===== src/rtl/cell_delin_pkg.sv =====
package cell_delin_pkg;

   typedef enum logic [1:0] {
      ST_HUNT    = 2'd0,
      ST_PRESYNC = 2'd1,
      ST_SYNC    = 2'd2
   } cd_state_e;

   localparam int          HDR_BITS  = 40;
   localparam logic [7:0]  HEC_GEN   = 8'h07;
   localparam logic [7:0]  HEC_COSET = 8'h55;

   // CRC-8 over the four leading header octets, MSB first, zero start
   function automatic logic [7:0] hec_calc(input logic [31:0] hdr);
      logic [7:0] crc;
      logic       fb;
      crc = '0;
      for (int i = 31; i >= 0; i--) begin
         fb  = crc[7] ^ hdr[i];
         crc = {crc[6:0], 1'b0};
         if (fb) crc = crc ^ HEC_GEN;
      end
      return crc;
   endfunction

endpackage


===== src/rtl/cell_delin_hec.sv =====
module cell_delin_hec
   import cell_delin_pkg::*;
#(
   parameter bit COSET_OPT = 1'b1
) (
   input  logic                clk,
   input  logic                rst_n,
   input  logic                bit_vld_i,
   input  logic                bit_i,
   input  logic                coset_en_i,
   output logic [HDR_BITS-1:0] win_nxt_o,
   output logic                hit_o,
   output logic                full_o
);

   localparam int FILL_W = $clog2(HDR_BITS + 1);
   localparam logic [FILL_W-1:0] FILL_MAX  = FILL_W'(HDR_BITS);
   localparam logic [FILL_W-1:0] FILL_LAST = FILL_W'(HDR_BITS - 1);

   logic [HDR_BITS-1:0] win_q;
   logic [FILL_W-1:0]   fill_q;
   logic [7:0]          mask;

   generate
      if (COSET_OPT) begin : g_coset_sel
         assign mask = coset_en_i ? HEC_COSET : 8'h00;
      end else begin : g_coset_fixed
         assign mask = HEC_COSET;
      end
   endgenerate

   assign win_nxt_o = {win_q[HDR_BITS-2:0], bit_i};
   assign hit_o     = (hec_calc(win_nxt_o[HDR_BITS-1:8]) ^ mask) == win_nxt_o[7:0];
   assign full_o    = fill_q >= FILL_LAST;

   always_ff @(posedge clk) begin
      if (!rst_n) begin
         win_q  <= '0;
         fill_q <= '0;
      end else if (bit_vld_i) begin
         win_q <= win_nxt_o;
         if (fill_q != FILL_MAX) fill_q <= fill_q + FILL_W'(1);
      end
   end

endmodule


===== src/rtl/cell_delin_fsm.sv =====
module cell_delin_fsm
   import cell_delin_pkg::*;
#(
   parameter int CELL_BITS = 424,
   parameter int CNT_W     = 4,
   parameter int POS_W     = 9
) (
   input  logic             clk,
   input  logic             rst_n,
   input  logic             bit_vld_i,
   input  logic             hit_i,
   input  logic             full_i,
   input  logic [CNT_W-1:0] alpha_i,
   input  logic [CNT_W-1:0] delta_i,
   output cd_state_e        state_o,
   output cd_state_e        state_nxt_o,
   output logic [POS_W-1:0] pos_nxt_o,
   output logic             boundary_o,
   output logic             hunt_tick_o,
   output logic             sync_enter_o
);

   localparam logic [POS_W-1:0] CELL_END = POS_W'(CELL_BITS);

   cd_state_e        state_q;
   logic [POS_W-1:0] pos_q;
   logic [CNT_W-1:0] run_q, run_nxt;
   logic [CNT_W:0]   run_inc;
   logic             hunt_hit;

   assign pos_nxt_o   = pos_q + POS_W'(1);
   assign boundary_o  = bit_vld_i && (pos_nxt_o == CELL_END);
   assign hunt_hit    = bit_vld_i && (state_q == ST_HUNT) && full_i && hit_i;
   assign hunt_tick_o = boundary_o && (state_q == ST_HUNT);
   assign run_inc     = {1'b0, run_q} + (CNT_W+1)'(1);
   assign state_o     = state_q;

   always_comb begin
      state_nxt_o  = state_q;
      run_nxt      = run_q;
      sync_enter_o = 1'b0;
      unique case (state_q)
         ST_HUNT: begin
            if (hunt_hit) begin
               state_nxt_o = ST_PRESYNC;
               run_nxt     = '0;
            end
         end
         ST_PRESYNC: begin
            if (boundary_o) begin
               if (!hit_i) begin
                  state_nxt_o = ST_HUNT;
                  run_nxt     = '0;
               end else if (run_inc >= {1'b0, delta_i}) begin
                  state_nxt_o  = ST_SYNC;
                  run_nxt      = '0;
                  sync_enter_o = 1'b1;
               end else begin
                  run_nxt = run_inc[CNT_W-1:0];
               end
            end
         end
         ST_SYNC: begin
            if (boundary_o) begin
               if (hit_i) begin
                  run_nxt = '0;
               end else if (run_inc >= {1'b0, alpha_i}) begin
                  state_nxt_o = ST_HUNT;
                  run_nxt     = '0;
               end else begin
                  run_nxt = run_inc[CNT_W-1:0];
               end
            end
         end
         default: begin
            state_nxt_o = ST_HUNT;
            run_nxt     = '0;
         end
      endcase
   end

   always_ff @(posedge clk) begin
      if (!rst_n) begin
         state_q <= ST_HUNT;
         run_q   <= '0;
         pos_q   <= '0;
      end else if (bit_vld_i) begin
         state_q <= state_nxt_o;
         run_q   <= run_nxt;
         if (hunt_hit || boundary_o) pos_q <= '0;
         else                        pos_q <= pos_nxt_o;
      end
   end

endmodule


===== src/rtl/cell_delin_lcd.sv =====
module cell_delin_lcd #(
   parameter int LCD_W = 12
) (
   input  logic             clk,
   input  logic             rst_n,
   input  logic             hunt_tick_i,
   input  logic             sync_enter_i,
   input  logic [LCD_W-1:0] thr_i,
   output logic             lcd_o
);

   localparam logic [LCD_W-1:0] CNT_MAX = '1;

   logic [LCD_W-1:0] cnt_q;

   always_ff @(posedge clk) begin
      if (!rst_n) begin
         cnt_q <= '0;
      end else if (sync_enter_i) begin
         cnt_q <= '0;
      end else if (hunt_tick_i && cnt_q != CNT_MAX) begin
         cnt_q <= cnt_q + LCD_W'(1);
      end
   end

   assign lcd_o = (thr_i != '0) && (cnt_q >= thr_i);

endmodule


===== src/rtl/cell_delin_out.sv =====
module cell_delin_out
   import cell_delin_pkg::*;
#(
   parameter int PAY_BITS = 384,
   parameter int POS_W    = 9
) (
   input  logic                clk,
   input  logic                rst_n,
   input  logic                bit_vld_i,
   input  cd_state_e           state_i,
   input  cd_state_e           state_nxt_i,
   input  logic                boundary_i,
   input  logic                hit_i,
   input  logic [POS_W-1:0]    pos_nxt_i,
   input  logic [HDR_BITS-1:0] win_nxt_i,
   output logic                cell_start_o,
   output logic [31:0]         hdr_o,
   output logic                hdr_err_o,
   output logic [7:0]          oct_o,
   output logic                oct_vld_o
);

   localparam logic [POS_W-1:0] PAY_END = POS_W'(PAY_BITS);

   logic mark, pay_byte;

   assign mark     = boundary_i && (state_nxt_i == ST_SYNC);
   assign pay_byte = bit_vld_i && (state_i == ST_SYNC) && (pos_nxt_i[2:0] == 3'd0)
                     && (pos_nxt_i != '0) && (pos_nxt_i <= PAY_END);

   always_ff @(posedge clk) begin
      if (!rst_n) begin
         cell_start_o <= 1'b0;
         hdr_o        <= '0;
         hdr_err_o    <= 1'b0;
         oct_o        <= '0;
         oct_vld_o    <= 1'b0;
      end else begin
         cell_start_o <= mark;
         oct_vld_o    <= pay_byte;
         if (mark) begin
            hdr_o     <= win_nxt_i[HDR_BITS-1:8];
            hdr_err_o <= !hit_i;
         end
         if (pay_byte) oct_o <= win_nxt_i[7:0];
      end
   end

endmodule


===== src/rtl/cell_delin.sv =====
module cell_delin
   import cell_delin_pkg::*;
#(
   parameter int CELL_OCTETS = 53,
   parameter int CNT_W       = 4,
   parameter int LCD_W       = 12,
   parameter bit COSET_OPT   = 1'b1
) (
   input  logic             clk,
   input  logic             rst_n,
   input  logic             bit_vld_i,
   input  logic             bit_i,
   input  logic [CNT_W-1:0] cfg_alpha_i,
   input  logic [CNT_W-1:0] cfg_delta_i,
   input  logic             cfg_coset_en_i,
   input  logic [LCD_W-1:0] cfg_lcd_thr_i,
   output logic             cell_start_o,
   output logic [31:0]      hdr_o,
   output logic             hdr_err_o,
   output logic [7:0]       oct_o,
   output logic             oct_vld_o,
   output logic [1:0]       state_o,
   output logic             lcd_o
);

   localparam int CELL_BITS = CELL_OCTETS * 8;
   localparam int PAY_BITS  = CELL_BITS - HDR_BITS;
   localparam int POS_W     = $clog2(CELL_BITS + 1);

   generate
      if (CELL_OCTETS < 6) begin : g_bad_cell
         $error("cell_delin: CELL_OCTETS must exceed the header length");
      end
      if (CNT_W < 1 || LCD_W < 1) begin : g_bad_width
         $error("cell_delin: counter widths must be positive");
      end
   endgenerate

   logic [HDR_BITS-1:0] win_nxt;
   logic                hit, full, boundary, hunt_tick, sync_enter;
   logic [POS_W-1:0]    pos_nxt;
   cd_state_e           state, state_nxt;

   cell_delin_hec #(.COSET_OPT(COSET_OPT)) u_hec (
      .clk(clk), .rst_n(rst_n), .bit_vld_i(bit_vld_i), .bit_i(bit_i),
      .coset_en_i(cfg_coset_en_i), .win_nxt_o(win_nxt), .hit_o(hit), .full_o(full)
   );

   cell_delin_fsm #(.CELL_BITS(CELL_BITS), .CNT_W(CNT_W), .POS_W(POS_W)) u_fsm (
      .clk(clk), .rst_n(rst_n), .bit_vld_i(bit_vld_i), .hit_i(hit), .full_i(full),
      .alpha_i(cfg_alpha_i), .delta_i(cfg_delta_i), .state_o(state),
      .state_nxt_o(state_nxt), .pos_nxt_o(pos_nxt), .boundary_o(boundary),
      .hunt_tick_o(hunt_tick), .sync_enter_o(sync_enter)
   );

   cell_delin_lcd #(.LCD_W(LCD_W)) u_lcd (
      .clk(clk), .rst_n(rst_n), .hunt_tick_i(hunt_tick), .sync_enter_i(sync_enter),
      .thr_i(cfg_lcd_thr_i), .lcd_o(lcd_o)
   );

   cell_delin_out #(.PAY_BITS(PAY_BITS), .POS_W(POS_W)) u_out (
      .clk(clk), .rst_n(rst_n), .bit_vld_i(bit_vld_i), .state_i(state),
      .state_nxt_i(state_nxt), .boundary_i(boundary), .hit_i(hit),
      .pos_nxt_i(pos_nxt), .win_nxt_i(win_nxt), .cell_start_o(cell_start_o),
      .hdr_o(hdr_o), .hdr_err_o(hdr_err_o), .oct_o(oct_o), .oct_vld_o(oct_vld_o)
   );

   assign state_o = state;

endmodule


===== config.mk =====
export PLATFORM = sky130hd
export DESIGN_NAME = cell_delin
export DESIGN_NICKNAME = d
export VERILOG_FILES = /design/src/rtl/cell_delin_pkg.sv /design/src/rtl/cell_delin_hec.sv /design/src/rtl/cell_delin_fsm.sv /design/src/rtl/cell_delin_lcd.sv /design/src/rtl/cell_delin_out.sv /design/src/rtl/cell_delin.sv
export SDC_FILE = /design/constraint.sdc
export NUM_CORES = 1
export LEC_CHECK = 0
export ABC_AREA = 1
export CAP_MARGIN = 20
export CORE_ASPECT_RATIO = 1.25
export CORE_UTILIZATION = 62
export DETAILED_ROUTE_END_ITERATION = 16
export HOLD_SLACK_MARGIN = 0.02
export PLACE_DENSITY = 0.9
export SYNTH_ARGS = -nofsm -noshare
export SYNTH_HDL_FRONTEND = slang
export SYNTH_SLANG_ARGS = --single-unit

===== constraint.sdc =====
create_clock -name clk -period 5.2 [get_ports clk]
set_input_delay 1.04 -clock clk [delete_from_list [all_inputs] [get_ports clk]]
set_output_delay 1.04 -clock clk [all_outputs]
set_load 0.005 [all_outputs]

==> run summary <==
The run finished with clean final reports. Buffers inserted during clock tree synthesis total 17. The critical-path maximum fanout is 2, and the max-cap violation count is 0. Headroom to the max-slew limit came out at 47.6%.

The first detailed-routing pass took 5 iterations. Buffers inserted to repair hold after CTS numbered 0. Sorting the synthesized cells by how often they occur yields 307 x nand2_1, 126 x inv_1, 115 x dfxtp_1. Dividing total power by cell area gives a power density of 357 mW/mm^2. After synthesis, the netlist uses 41 different library cells. The minimum period implied by the final worst setup slack came out at 4.34 ns. The final max-slew violation count is 0. On the critical path, the stage with the largest delay is an instance of clkdlybuf4s50_1.

CTS clock-pin slew for the worst setup and hold paths: 0.06 ns. Prior to clock tree synthesis, the placed netlist has a worst setup slack of 0.866 ns. The largest single stage delay on the critical path is 0.49 ns. The cell type with the largest total area after synthesis is dfxtp_1. The clock net sink count is 115, and the share of async-settable or async-resettable flops after synthesis is 0%. The path class of the tightest hold or removal check is flip-flop to flip-flop.

The critical path contains buffers and inverters numbering 4 combined. Per report_power, the sequential group accounts for 31.6% of the total. VDD sags by at most 0.232 mV. The most numerous cell in the Yosys netlist was nand2_1. Global routing used 35.0% of the available met1 tracks. The x dimension of the die came out at 96.4 um. Critical path's top delay family: buffers and inverters.

The startpoint of the worst setup timing path is cfg_lcd_thr_i[1]. Met3 demand-to-capacity share in global routing: 6.72%. Among the stages of the critical path, the cell type that occurs most often is a21oi_1.

For the count of routing violations after the opening detailed-route iteration, the log shows 474. The number of port buffers came out at 70. 0 antenna diodes ended up in the layout. The logs give 1970 uW for the cell-internal power and 53.8% for the met2 track demand over resource. For the remaining number of nets flagged by the antenna check after routing, the log shows 0. Setup repair after global routing left no endpoint under its margin.

For the worst-skew pair, the clock arrives at the later sink with an insertion delay of 0.42 ns. By startpoint and endpoint, the worst setup path is classified as primary input to output port. Summed over all cells, the static leakage comes to 0.00373 uW.

The ratio of final minimum period to clock period was 83.4%. The logs give 0 for the setup violation total in the final timing report and 11600 um for the HPWL after detailed placement. Total power for the finished layout comes to 2950 uW. The via density per instance is 5.58. The initialized floorplan defines 42 standard-cell rows. Initial antenna violation count: 0. The number of enable-type register cells in the synthesized netlist was 0.

Counting every net in the synthesized netlist gives 1128. The most heavily used metal layer in global routing was met2. The final layout contains 1186 nets. The data arrival time of the critical path came out at 3.30 ns. The count of cells resized by post-cts repair was 0; the aggregate negative setup slack was 0 ns. For this run, the leading register cell type out of synthesis is dfxtp_1. Static timing analysis puts the maximum clock frequency at 231 MHz. The transition time of the tightest slew-check pin is 0.785 ns, and the via count of the first global-routing pass is 6474. The fraction of power spent switching nets works out to 33.3%. The tools report the sort of element at the end of the critical path as an output port. Relative to the synthesized area, the layout overhead comes to 19.4%.

Global routing used 30.8% of the available tracks across all layers. TritonCTS built the clock tree. The critical path goes through clkdlybuf4s50_1 > inv_1 > ha_1 > a21oi_1 > o21bai_1 > a21oi_1 > o221ai_1 > nand3_1 > a21oi_1 > nor2_1 > a32o_1 > inv_1 > clkdlybuf4s50_1.

For this design the total switching power over the nets is 980 uW. The root buffer cell was clkbuf_16. The core region is 0.0107 mm^2.

Vertical die dimension: 120 um. The layout has 828 filler cells. Once the clock tree was built, the setup fixing pass inserted 0 buffers.

Of the post-synthesis cell area, the dominant cell type holds 33.3%. Combinational logic burns 28.0% of the power. In this run, the clock network consumes 40.4% of the power. The launch instance of the worst register-to-register path is u_hec.win_q[33]. The tools report the count of mapped cells out of synthesis as 1073. The tools report the post-layout worst setup margin as 0.862 ns. Entering global routing, the biggest net connects 85 pins. The total number of yosys warnings was 0; the final wirelength was 17000 um.

By area the synthesized netlist is led by dfxtp_1 33%, nand2_1 17%, inv_1 6.8%. The synthesis-stage register bit count is 115. The maximum level of the CTS H-tree is 4. The tools report the global placement routability congestion as 0.872. The clock tree skew after final layout was 0.0105 ns.

The overall die area is 0.0116 mm^2, and the mean post-synth cell area is 6.44 um^2. The run gives 0 as the remaining design rule violation count. The final number of hold-violating endpoints was 0; the share of layout cells above drive strength 1 was 6.74%. The first global-routing pass estimated 28100 um of wire. Registers take 0.00230 mm^2. In this run the deepest clock path goes through 2 buffers.

The logs give 0.00691 mm^2 for the post-synthesis instance area and 0 for the global-route congestion overflow total. Summing all multi-input logic gate instances after layout gives 0.00393 mm^2. The detail-routed net length per standard cell was 13.3 um. The startpoint identified for the worst hold timing path is u_out.oct_o[1]. Across all layers, the routed design uses 7113 vias. For the count of pins on the block boundary, the log shows 71. Once the floorplan was initialized, standard cells occupied 64.5% of the core.

STA classifies the critical path startpoint as a primary input. Data on the critical path is required at its endpoint by 4.16 ns. The sequential cell area fraction in the yosys report came out at 33.3%.
final cells by class:
cell class | count | share of cell area, %
clock inverters | 10 | 1.59
inverters | 135 | 6.14
multi-input cells | 788 | 47.7
flip-flops and latches | 115 | 27.9
repair buffers | 74 | 8.98
clock buffers | 21 | 5.70
well taps | 132 | 2.00
state kept, by name, summed over array words and instances (netlist names):
name and count:
u_fsm.pos_q 9, u_fsm.run_q 4, u_fsm.state_o 2, u_hec.fill_q 6, u_hec.win_q 39, u_lcd.cnt_q 12
u_out.cell_start_o 1, u_out.hdr_err_o 1, u_out.hdr_o 32, u_out.oct_o 8, u_out.oct_vld_o 1
final timing paths:
path,to,slack (ns),cells after the start
worst min-delay path,u_out.oct_o[1],0.45,2
worst max register to register,u_out.hdr_o[30],0.90,32
worst max-delay path,lcd_o,0.86,13
worst min register to register,u_out.oct_o[1],0.45,2
worst register-to-register path, delay by kind of cell, from the launching register on:
family	cells	cell delay [ns]
buffers and inverters	2	0.18
flip-flops	1	0.43
AND/OR/NAND/NOR	30	3.60
placed cells by master (no fill, tap or decap), types with 3 or more instances in the layout:
cell type and count:
nand3b_1 4, xor2_1 13, o21ai_0 60, a21oi_1 79, clkdlybuf4s50_1 68, bufinv_16 3, nor4_1 5, nor3b_1 4
clkinv_2 5, nand3_1 84, ha_1 30, nor3_1 10, buf_4 3, xnor2_1 4, clkbuf_8 3, nand2_1 307
nand4_1 44, nor2_1 97, nand3_2 4, clkbuf_16 17, inv_2 7, inv_1 126, dfxtp_1 115, nand2_2 21
metrics by stage:
step / hold WS (ns) / util, % / instance area, um^2 / cells
after global placement: 0.435 / 71.0 / 7610 / 1242
after floorplan: 0.440 / - / 6910 / 1073
after CTS: 0.447 / 76.6 / 8210 / 1273
after detailed placement: 0.440 / 71.0 / 7610 / 1242
after global routing: 0.468 / 76.9 / 8250 / 1275
final: 0.447 / 76.9 / 8250 / 1275
cells by family (layout without fill, tap and decap cells):
| group | count (synthesis) | count (layout) | share of synthesized area (%) |
|---|---|---|---|
| and+or+nand+nor | 588 | 588 | 37.6 |
| buffers and inverters | 170 | 240 | 9.78 |
| AOI/OAI and AO/OA | 152 | 152 | 11.5 |
| DFF | 115 | 115 | 33.3 |
| adders and majority gates | 30 | 30 | 5.43 |
| xor gates and xnor gates | 18 | 18 | 2.39 |
power by group through the flow:
stage | clock [uW] | sequential [uW] | combinational, uW
floorplan | 0 | 941 | 654
global placement | 0 | 946 | 782
detailed placement | 0 | 947 | 807
CTS | 1200 | 929 | 815
global route | 1240 | 933 | 942
finish | 1190 | 931 | 826
per-layer routing:
| metal | wire length, um | share of wire [%] |
|---|---|---|
| met2 | 8730 | 51 |
| met5 | 0 | 0 |
| met3 | 890 | 5.2 |
| met1 | 6930 | 41 |
| met4 | 476 | 2.8 |
Note: power is estimated with default switching activity, not from simulation.
